[config.mk]
export PLATFORM = sky130hd
export DESIGN_NAME = opinit_adder
export DESIGN_NICKNAME = d
export VERILOG_FILES = /design/src/rtl/opinit_adder.sv
export SDC_FILE = /design/constraint.sdc
export NUM_CORES = 1
export LEC_CHECK = 0
export BUFFER_PORTS_ARGS = -buffer_cell sky130_fd_sc_hd__buf_4
export CORE_AREA = 2 2 64 66
export DETAILED_ROUTE_END_ITERATION = 10
export DIE_AREA = 0 0 66 68
export GPL_TIMING_DRIVEN = 0
export PLACE_DENSITY = 0.88
export SYNTH_ARGS = -nofsm -noshare
export SYNTH_HDL_FRONTEND = slang
export SYNTH_SLANG_ARGS = --single-unit
[constraint.sdc]
create_clock -name vclk -period 3.25
set_input_delay 0.1625 -clock vclk [all_inputs]
set_output_delay 0.1625 -clock vclk [all_outputs]
set_load 0.02 [all_outputs]
[src/rtl/opinit_adder.sv]
module opinit_adder #(
  parameter int N       = 32,
  parameter bit REG_OUT = 1'b0
) (
  input  logic         clk,
  input  logic         rst_n,
  input  logic [N-1:0] a,
  input  logic [N-1:0] b,
  output logic [N:0]   sum
);

  logic [N-1:0] ps;
  logic [N-1:0] pc;
  logic [N-1:0] rip;
  logic [N:0]   res;

  // Stage one: start from b, then adjust each bit with a.
  always_comb begin
    ps = b;
    pc = b;
    for (int i = 0; i < N; i++) begin
      if (a[i]) ps[i] = ~b[i];
      else      pc[i] = 1'b0;
    end
  end

  // Bit 0 has no partial carry and no ripple carry coming in.
  assign res[0] = ps[0];
  assign rip[0] = 1'b0;

  // Stage two: selection cells, each choosing its carry-out first.
  genvar gi;
  generate
    for (gi = 1; gi < N; gi++) begin : g_cell
      logic s_in, c_in, r_in;
      assign s_in = ps[gi];
      assign c_in = pc[gi-1];
      assign r_in = rip[gi-1];
      assign rip[gi] = c_in ? (r_in ? 1'b1 : s_in) : (r_in ? s_in : 1'b0);
      assign res[gi] = (c_in == r_in) ? s_in : ~s_in;
    end
  endgenerate

  // The two inputs of the top bit are never both 1, so an OR is enough.
  assign res[N] = pc[N-1] | rip[N-1];

  generate
    if (REG_OUT) begin : g_reg
      logic [N:0] sum_q;
      logic       primed_q;

      always_ff @(posedge clk or negedge rst_n) begin
        if (!rst_n) begin
          sum_q    <= '0;
          primed_q <= 1'b0;
        end else begin
          sum_q    <= res;
          primed_q <= 1'b1;
        end
      end

      assign sum = sum_q;

      AST_REG_DELAY: assert property (@(posedge clk) disable iff (!rst_n)
        primed_q |-> (sum == ({1'b0, $past(a)} + {1'b0, $past(b)})));
    end else begin : g_comb
      assign sum = res;
    end
  endgenerate

  AST_FULL_SUM: assert property (@(posedge clk) disable iff (!rst_n)
    res == ({1'b0, a} + {1'b0, b}));
  AST_BIT0: assert property (@(posedge clk) disable iff (!rst_n)
    res[0] == (a[0] ^ b[0]));
  AST_TOP_SET: assert property (@(posedge clk) disable iff (!rst_n)
    (a[N-1] && b[N-1]) |-> res[N]);
  AST_TOP_CLR: assert property (@(posedge clk) disable iff (!rst_n)
    (!a[N-1] && !b[N-1]) |-> !res[N]);

endmodule

==> results of run 1 <==
-- layout make-up --
class                           instances  area share
Multi-Input combinational cell        207       0.672
Timing Repair Buffer                  109       0.298
Tap cell                               50      0.0223
Inverter                                6     0.00804
-- layout by cell type (no fill, tap or decap), types with 6 or more instances in the layout --
cell type / n
xnor2_1: 53
buf_4: 105
maj3_1: 10
a21oi_1: 7
nand2_1: 16
o21ai_0: 7
ha_4: 7
inv_1: 6
nor2_1: 17
o22ai_1: 6
ha_1: 23
-- power breakdown --
group,internal [mW],switching (mW)
logic,0.439,0.451
registers,0,0
clock network,0,0
-- kinds of logic after synthesis --
group	count (synthesis)	share of synthesized area
AOI/OAI and AO/OA	51	0.216
xor gates and xnor gates	59	0.301
adders and majority gates	49	0.344
buffers and inverters	6	0.0131
and+or+nand+nor	48	0.125
-- stage by stage --
step | hold WS, ns | TNS (ns) | utilization
after floorplan | 0.525 | 0 | -
after global placement | 0.634 | -0.567 | 0.650
after detailed placement | 0.642 | -0.655 | 0.650
after CTS | 0.660 | -0.0295 | 0.688
after global routing | 0.666 | -0.798 | 0.726
final | 0.656 | -0.178 | 0.726
-- repair_timing --
item,4_1_cts,5_1_grt
gates resized for setup,16,18
setup endpoints to repair,4,6
setup buffers,5,7
hold endpoints to repair,0,0
pin swaps,12,12
-- routing by layer --
layer	share of wire	vias to the layer above	routed length, um
li1	-	1010	-
met1	0.35	939	1850
met2	0.57	76	3000
met3	0.062	8	327
met4	0.011	0	57
met5	0	-	0
-- worst max-delay path by stage --
stage / slack (ns) / cells after the start / startpoint / endpoint
6_report: -0.10 / 13 / a[5] / sum[20]
5_1_grt: -0.24 / 13 / a[5] / sum[20]
4_1_cts: -0.02 / 13 / a[5] / sum[20]
3_5_place_dp: -0.25 / 14 / a[1] / sum[20]
3_3_place_gp: -0.22 / 14 / a[1] / sum[20]
2_1_floorplan: 0.003 / 12 / a[1] / sum[20]
==> results by group, run 1 <==
Place
  – Placed cells: 360
  – GP Congestion: 0.738
  – Dpl cell area: roughly 2500 um^2
  – DPL Wire Length: just under 4000 um
  – Number of port buffers: between 90 and 100
  – Dpl ws: -0.248 ns

Cells and area
  – N_diodes: 0
  – Layout Cells excl Fill: about 370
  – Layout Area Growth over Synthesis: 63.2%
  – # nets final: between 400 and 500
  – Layout clock buffers: 0
  – Post-route cell area: 2800 um^2
  – Sequential cell area: 0 um^2
  – Multi-input logic area: 1880 um^2
  – Fill count: 303
  – Ratio of cells with drive above 1 in the final layout: 0.457
  – Sequential cells: 0

Floorplan
  – Die X: about 66 um
  – Die area: 4490 um^2
  – Die height: 68 um
  – Core area: 3860 um^2
  – I/O pins: 99
  – Row cnt: 23
  – Initial core utilization: 0.445

Synthesis
  – Yosys top cell area share: 0.281
  – Mean post-synth cell area: 8.05 um^2
  – Largest area contributor in the netlist: xnor2_1
  – Post-synthesis sequential area ratio: 0
  – Synth warn: 0
  – Synth top area cells: xnor2_1 28%, ha_1 25%, maj3_1 5.8%, nor2_1 3.7%, nand2_1 3.5%
  – Most common cell in the synthesized netlist: xnor2_1
  – Commonest cells in the synthesized netlist: 55 x xnor2_1, 34 x ha_1, 17 x nor2_1
  – Syn Nets: approximately 310
  – Syn Inst Count: between 200 and 250
  – Count of cell types in the netlist: 39
  – Mapped Area: roughly 1700 um^2

GRT
  – Met3 Use GR: 0.00987
  – First-pass GRT wire length: approximately 7000 um
  – Largest net degree at the start of global routing: 6
  – GR peak layer: met2
  – Initial antenna violation count: 0
  – GRT Total Usage: 0.190
  – Global route overflow: 0
  – Vias in the first global route: between 1,500 and 2,000
  – M1 GR Usage: 0.197
  – Met2 layer usage reported by global route: 0.426

Timing
  – Max Freq: 0.298 GHz
  – Max Slew Vio Count: 0
  – Fin crit period: 3.35 ns
  – RSZ-0062 raised after global routing: yes
  – Hold Fails Final Rpt: 0
  – Slew @ Worst Pin: between 0.3 and 0.4 ns
  – Rel. slew slack: 0.737
  – Period Utilization, post-route: 1.03
  – Final setup violation count: 4
  – Setup ws final: -0.101 ns

Setup path
  – CP Launch Type: primary input
  – Crit-path max cell delay: about 0.4 ns
  – Worst Path Required: slightly above 3 ns
  – Critical path fanouts, max: 4
  – Critical Path AT: 3.19 ns
  – Top cell by count, worst path: maj3_2
  – CP Buf/Inv Count: 2
  – Critical path, cell by cell: buf_6, ha_4, a222oi_1, o21a_2, nor3_4, a211oi_4, o22ai_2, maj3_2, maj3_2, maj3_2, maj3_2, xnor2_2, buf_4
  – Max stage delay cell, worst path: a222oi_1
  – CP Capture Type: output pin
  – Critical path class: in -> out
  – CP delay by family, top: adder cells

Power
  – Pleak: approximately 1.2 nW
  – Post-route total power: 0.891 mW
  – VDD IR max: around 0.16 mV
  – PD cells: 318 nW/um^2

Detailed routing
  – ANT nets after route: 0
  – DRT Pass-1 Iters: 4
  – DR WL/cell: ~14 um
  – Vias: slightly above 2,000
  – Detailed Route Iter0 Violations: 34
  – Final WL: around 5200 um
  – DRC: 0
  – Drt via density: approximately 5.5

Status
  – Violated checks: negative setup slack
  – Outcome: finished, violations left

Clock tree
  – Cts hold-fix bufs: 0

Min path
  – Hold path cells: 3
  – Worst Hold Launch: b[0]
  – Hold worst-path end: sum[0]
  – Worst hold path type: in -> out

Flow run
  – Max-cap violations: 0
Power figures use the tool's default switching activity.
==> inputs of run 2 (changes only) <==
==> constraint.sdc (replaced) <==
create_clock -name vclk -period 3.25
set_input_delay 0.65 -clock vclk [all_inputs]
set_output_delay 0.65 -clock vclk [all_outputs]
set_load 0.02 [all_outputs]
==> run 2 against run 1 <==
Against the previous run:
- the run still ends with negative setup slack left
- core utilization grew 11 points
- clock-buffer cell count is the same
- worst setup slack lost 0.99 ns
- power grew 21%
- critical endpoint is now sum[32]
- first-iteration DRC count grew to 3.1 times the previous value
- final cell count grew 3.2%
- maximum frequency shrank 23%
- critical path type unchanged
- largest cell class unchanged
- sequential cell count is the same
==> results by group, run 2 (synthesis results as in run 1) <==
Timing
  – Rel. slew slack: 0.425
  – Setup ws final: -1.10 ns
  – WHS: between 1.5 and 2 ns
  – Final setup violation count: 22
  – RSZ-0062 raised after global routing: yes
  – Max Freq: about 0.23 GHz
  – Hold Fails Final Rpt: 0
  – Slew @ Worst Pin: about 0.85 ns
  – Fin crit period: ~4.3 ns
  – Period Utilization, post-route: 1.34
  – Max Slew Vio Count: 0

Detailed routing
  – Final WL: ~6600 um
  – ANT nets after route: 0
  – DRT Pass-1 Iters: 5
  – DR WL met2: between 3000 and 4000 um
  – Drt via density: 5.70
  – Routed wl met3: about 470 um
  – Metal1 wirelength: ~2300 um
  – Max layer used: met4
  – DR WL/cell: between 15 and 20 um
  – Detailed Route Iter0 Violations: between 100 and 150
  – DRC: 0
  – Vias: around 2,200

GRT
  – First-pass GRT wire length: ~9000 um
  – Vias in the first global route: around 2,100
  – Largest net degree at the start of global routing: 6
  – Global route overflow: 0
  – Initial antenna violation count: 0
  – GRT Total Usage: 0.247

Cells and area
  – Layout clock buffers: 0
  – Most common cell after layout, fill and taps aside: buf_4
  – Layout Area Growth over Synthesis: 87.7%
  – N_diodes: 0
  – Fill count: 210
  – Sequential cells: 0
  – # nets final: ~440
  – Commonest cells after routing, fill and taps aside: 108 x buf_4, 36 x xnor2_1, 23 x ha_1, 17 x xnor2_2
  – Post-route cell area: about 3200 um^2
  – Sequential cell area: 0 um^2
  – Ratio of cells with drive above 1 in the final layout: 0.593
  – Layout Cells excl Fill: ~380

Floorplan
  – Die X: between 60 and 70 um
  – Core area: between 3000 and 4000 um^2
  – Row cnt: 23
  – I/O pins: between 90 and 100
  – Die area: 4490 um^2
  – Initial core utilization: 0.445
  – Die height: roughly 70 um

Setup path
  – CP Capture Type: output pin
  – CP Launch Type: primary input
  – Critical Path AT: 3.70 ns
  – Critical path fanouts, max: 3
  – Worst Path Required: between 2 and 3 ns
  – Critical path class: in -> out

Min path
  – Worst hold path type: in -> out
  – Worst Hold Launch: b[0]
  – Hold worst-path end: sum[0]
  – Hold path cells: 3

Status
  – Outcome: finished, violations left
  – Violated checks: negative setup slack

Place
  – Placed cells: 360
  – GP Congestion: ~0.74
  – DPL Wire Length: around 3800 um
  – Number of port buffers: 97
  – Dpl cell area: around 2700 um^2

Power
  – Pleak: 1.41 nW
  – PD cells: 333 nW/um^2
  – Post-route total power: roughly 1.1 mW
  – VDD IR max: ~0.16 mV

Flow run
  – Max-cap violations: 0

Clock tree
  – Cts hold-fix bufs: 0
## run 2: changes by cell type in the layout (fill, tap and decap cells not counted), moves of 8 or more
cell / previous run / this run
xnor2_1: 53 / 36
maj3_2: 4 / 13
xnor2_2: 2 / 17
maj3_1: 10 / 1
buf_6: 4 / 12
## run 2: per-stage QoR
stage / utilization / TNS, ns / setup slack [ns]
floorplan: - / -4.32 / -0.741
global placement: 0.706 / -9.64 / -1.07
detailed placement: 0.706 / -10.43 / -1.12
CTS: 0.800 / -9.95 / -0.963
global route: 0.835 / -12.67 / -1.17
finish: 0.835 / -10.77 / -1.10
## run 2: layout make-up
class	instances	area, um^2	area share
multi-input cells	207	2170	0.675
inverters	6	22.5	0.00699
repair buffers	121	961	0.298
well taps	50	62.6	0.0194
## run 2: what timing repair did
action	in CTS	in global routing
setup endpoints to repair	20	23
setup buffers	20	5
pin swaps	38	20
cloned	0	0
gates resized for setup	47	21
## run 2: routing by layer
layer,vias up,global-route usage
met1,1029,0.245
met5,-,0
met4,0,0.0485
li1,1033,-
met2,105,0.543
met3,20,0.0263
## run 2: worst max path at each step
stage	from	to	slack, ns
2_1_floorplan	a[5]	sum[20]	-0.74
3_3_place_gp	a[5]	sum[20]	-1.07
3_5_place_dp	a[5]	sum[32]	-1.12
4_1_cts	b[5]	sum[20]	-0.96
5_1_grt	b[1]	sum[31]	-1.17
6_report	a[1]	sum[32]	-1.10
## run 2: critical path, stage by stage
cell and delay, ns:
buf_8 0.10, ha_4 0.29, ha_4 0.15, o22ai_4 0.07, o21a_2 0.24, nor3_4 0.17, a211oi_4 0.09, buf_4 0.15
buf_6 0.11, o211ai_1 0.22, o2111ai_2 0.16, a222oi_1 0.34, buf_4 0.22, o31ai_4 0.09, buf_4 0.19, a21oi_2 0.14
o32a_1 0.18, buf_6 0.13
## run 2: power breakdown
group          internal (mW)  total [mW]  switching, mW
logic                  0.543        1.07          0.530
registers                  0           0              0
clock network              0           0              0
==> inputs of run 3 (changes only) <==
CAP_MARGIN = 25   (was unset)
SETUP_SLACK_MARGIN = 0.4   (was unset)
==> run 3 against run 2 <==
Against the previous run:
- the flow still finishes with violations (negative setup slack)
- combinational power increased by 8%
- non-clock buffer count increased by 4
- critical path type unchanged
- worst setup slack got worse by 0.049 ns
- global-route usage decreased by 3.0 points
==> results by group, run 3 (synthesis results as in run 1) <==
Status
  – Outcome: finished, violations left
  – Violated checks: negative setup slack

Timing
  – Max Slew Vio Count: 0
  – Slew @ Worst Pin: around 0.60 ns
  – Max Freq: 0.228 GHz
  – RSZ-0062 raised after global routing: yes
  – Fin crit period: around 4.4 ns
  – Setup ws final: -1.14 ns
  – Hold Fails Final Rpt: 0
  – Final setup violation count: 21
  – Rel. slew slack: 0.595
  – WHS: around 1.6 ns
  – Period Utilization, post-route: 1.35

Floorplan
  – Initial core utilization: 0.445
  – Die X: 66 um
  – Die height: ~70 um
  – Core area: a little under 4000 um^2
  – Row cnt: 23
  – Die area: around 4500 um^2
  – I/O pins: 99

Place
  – DPL Wire Length: around 4200 um
  – Number of port buffers: 97
  – GP Congestion: 0.784

Power
  – Combinational power share: 1.000
  – Clock power share: 0
  – Net Sw Frac: 0.481
  – VDD IR max: just over 0.2 mV
  – PD cells: between 300 and 400 nW/um^2
  – Post-route total power: roughly 1.2 mW
  – Seq pwr share: 0
  – Pleak: 1.49 nW
  – Internal power: about 0.60 mW
  – Switch Pwr: between 0.5 and 0.6 mW

Cells and area
  – Layout clock buffers: 0
  – Sequential cells: 0
  – Layout Area Growth over Synthesis: 98.8%
  – Most common cell after layout, fill and taps aside: buf_4
  – Commonest cells after routing, fill and taps aside: 98 x buf_4, 30 x xnor2_1, 25 x buf_6, 22 x ha_1, 19 x xnor2_2
  – Sequential cell area: 0 um^2
  – N_diodes: 0
  – Ratio of cells with drive above 1 in the final layout: 0.609
  – # nets final: 441

Detailed routing
  – Vias: 2,193
  – ANT nets after route: 0
  – Final WL: between 6000 and 7000 um
  – Detailed Route Iter0 Violations: 105
  – DRC: 0
  – Drt via density: 5.65
  – DR WL/cell: around 17 um
  – DRT Pass-1 Iters: 6

Setup path
  – CP Capture Type: output pin
  – Critical Path AT: roughly 3.7 ns
  – CP endpoint: sum[32]
  – CP startpoint: b[5]
  – CP Launch Type: primary input
  – Worst Path Required: 2.60 ns
  – Critical path fanouts, max: 3
  – Critical path class: in -> out

GRT
  – Global route overflow: 0
  – First-pass GRT wire length: approximately 8000 um
  – GR peak layer: met2
  – Met2 layer usage reported by global route: 0.491
  – Largest net degree at the start of global routing: 6
  – Met3 Use GR: 0.0230
  – M1 GR Usage: 0.210
  – Initial antenna violation count: 0
  – GRT Total Usage: 0.217
  – Vias in the first global route: just over 2,000

Flow run
  – Max-cap violations: 0

Min path
  – Worst Hold Launch: b[0]
  – Hold path cells: 3
  – Worst hold path type: in -> out

Clock tree
  – Cts hold-fix bufs: 0
[run 3: worst min-delay path by stage]
| stage | end | slack (ns) |
|---|---|---|
| after global placement | sum[0] | 1.61 |
| after global routing | sum[0] | 1.64 |
| after detailed placement | sum[0] | 1.61 |
| after CTS | sum[0] | 1.63 |
| final | sum[0] | 1.63 |
| after floorplan | sum[0] | 1.50 |
[run 3: worst max-delay path: stages]
cell      delay, ns
buf_6          0.10
ha_4           0.23
a222oi_1       0.34
o21a_2         0.24
nor3_4         0.06
a211oi_4       0.32
buf_6          0.17
o21ai_4        0.05
a211oi_2       0.29
a222oi_1       0.16
buf_4          0.17
o31ai_4        0.31
a31oi_4        0.14
o32a_1         0.37
buf_6          0.14
[run 3: through the flow]
stage	worst slack, ns	cell area (um^2)	setup TNS, ns	cells	utilization
after floorplan	-0.741	2030	-4.38	213	-
after global placement	-1.09	2820	-9.78	360	0.731
after detailed placement	-1.11	2820	-10.51	360	0.731
after CTS	-0.978	3100	-9.40	375	0.803
after global routing	-1.23	3410	-14.15	388	0.884
final	-1.14	3410	-12.77	388	0.884
[run 3: timing repair]
item | in CTS | in global routing
buffers inserted | 15 | 13
gates resized for setup | 36 | 41
setup endpoints to repair | 27 | 28
pin swaps | 29 | 44
[run 3: per-layer routing]
layer  part of all wire  wire, um  up-vias
li1                   -         -     1045
met1               0.34      2280     1030
met2               0.57      3730       96
met3              0.061       405       22
met4              0.028       187        0
met5                  0         0        -
[run 3: area by class of cell]
type,count,area (um^2)
fillers,188,445
multi-input cells,207,2280
well taps,50,62.6
repair buffers,125,1050
inverters,6,22.5
[run 3: power groups by stage]
| stage | logic [mW] | registers (mW) | clock network (mW) |
|---|---|---|---|
| final | 1.16 | 0 | 0 |
| after global routing | 1.22 | 0 | 0 |
| after CTS | 1.02 | 0 | 0 |
| after floorplan | 0.629 | 0 | 0 |
| after detailed placement | 0.925 | 0 | 0 |
| after global placement | 0.903 | 0 | 0 |
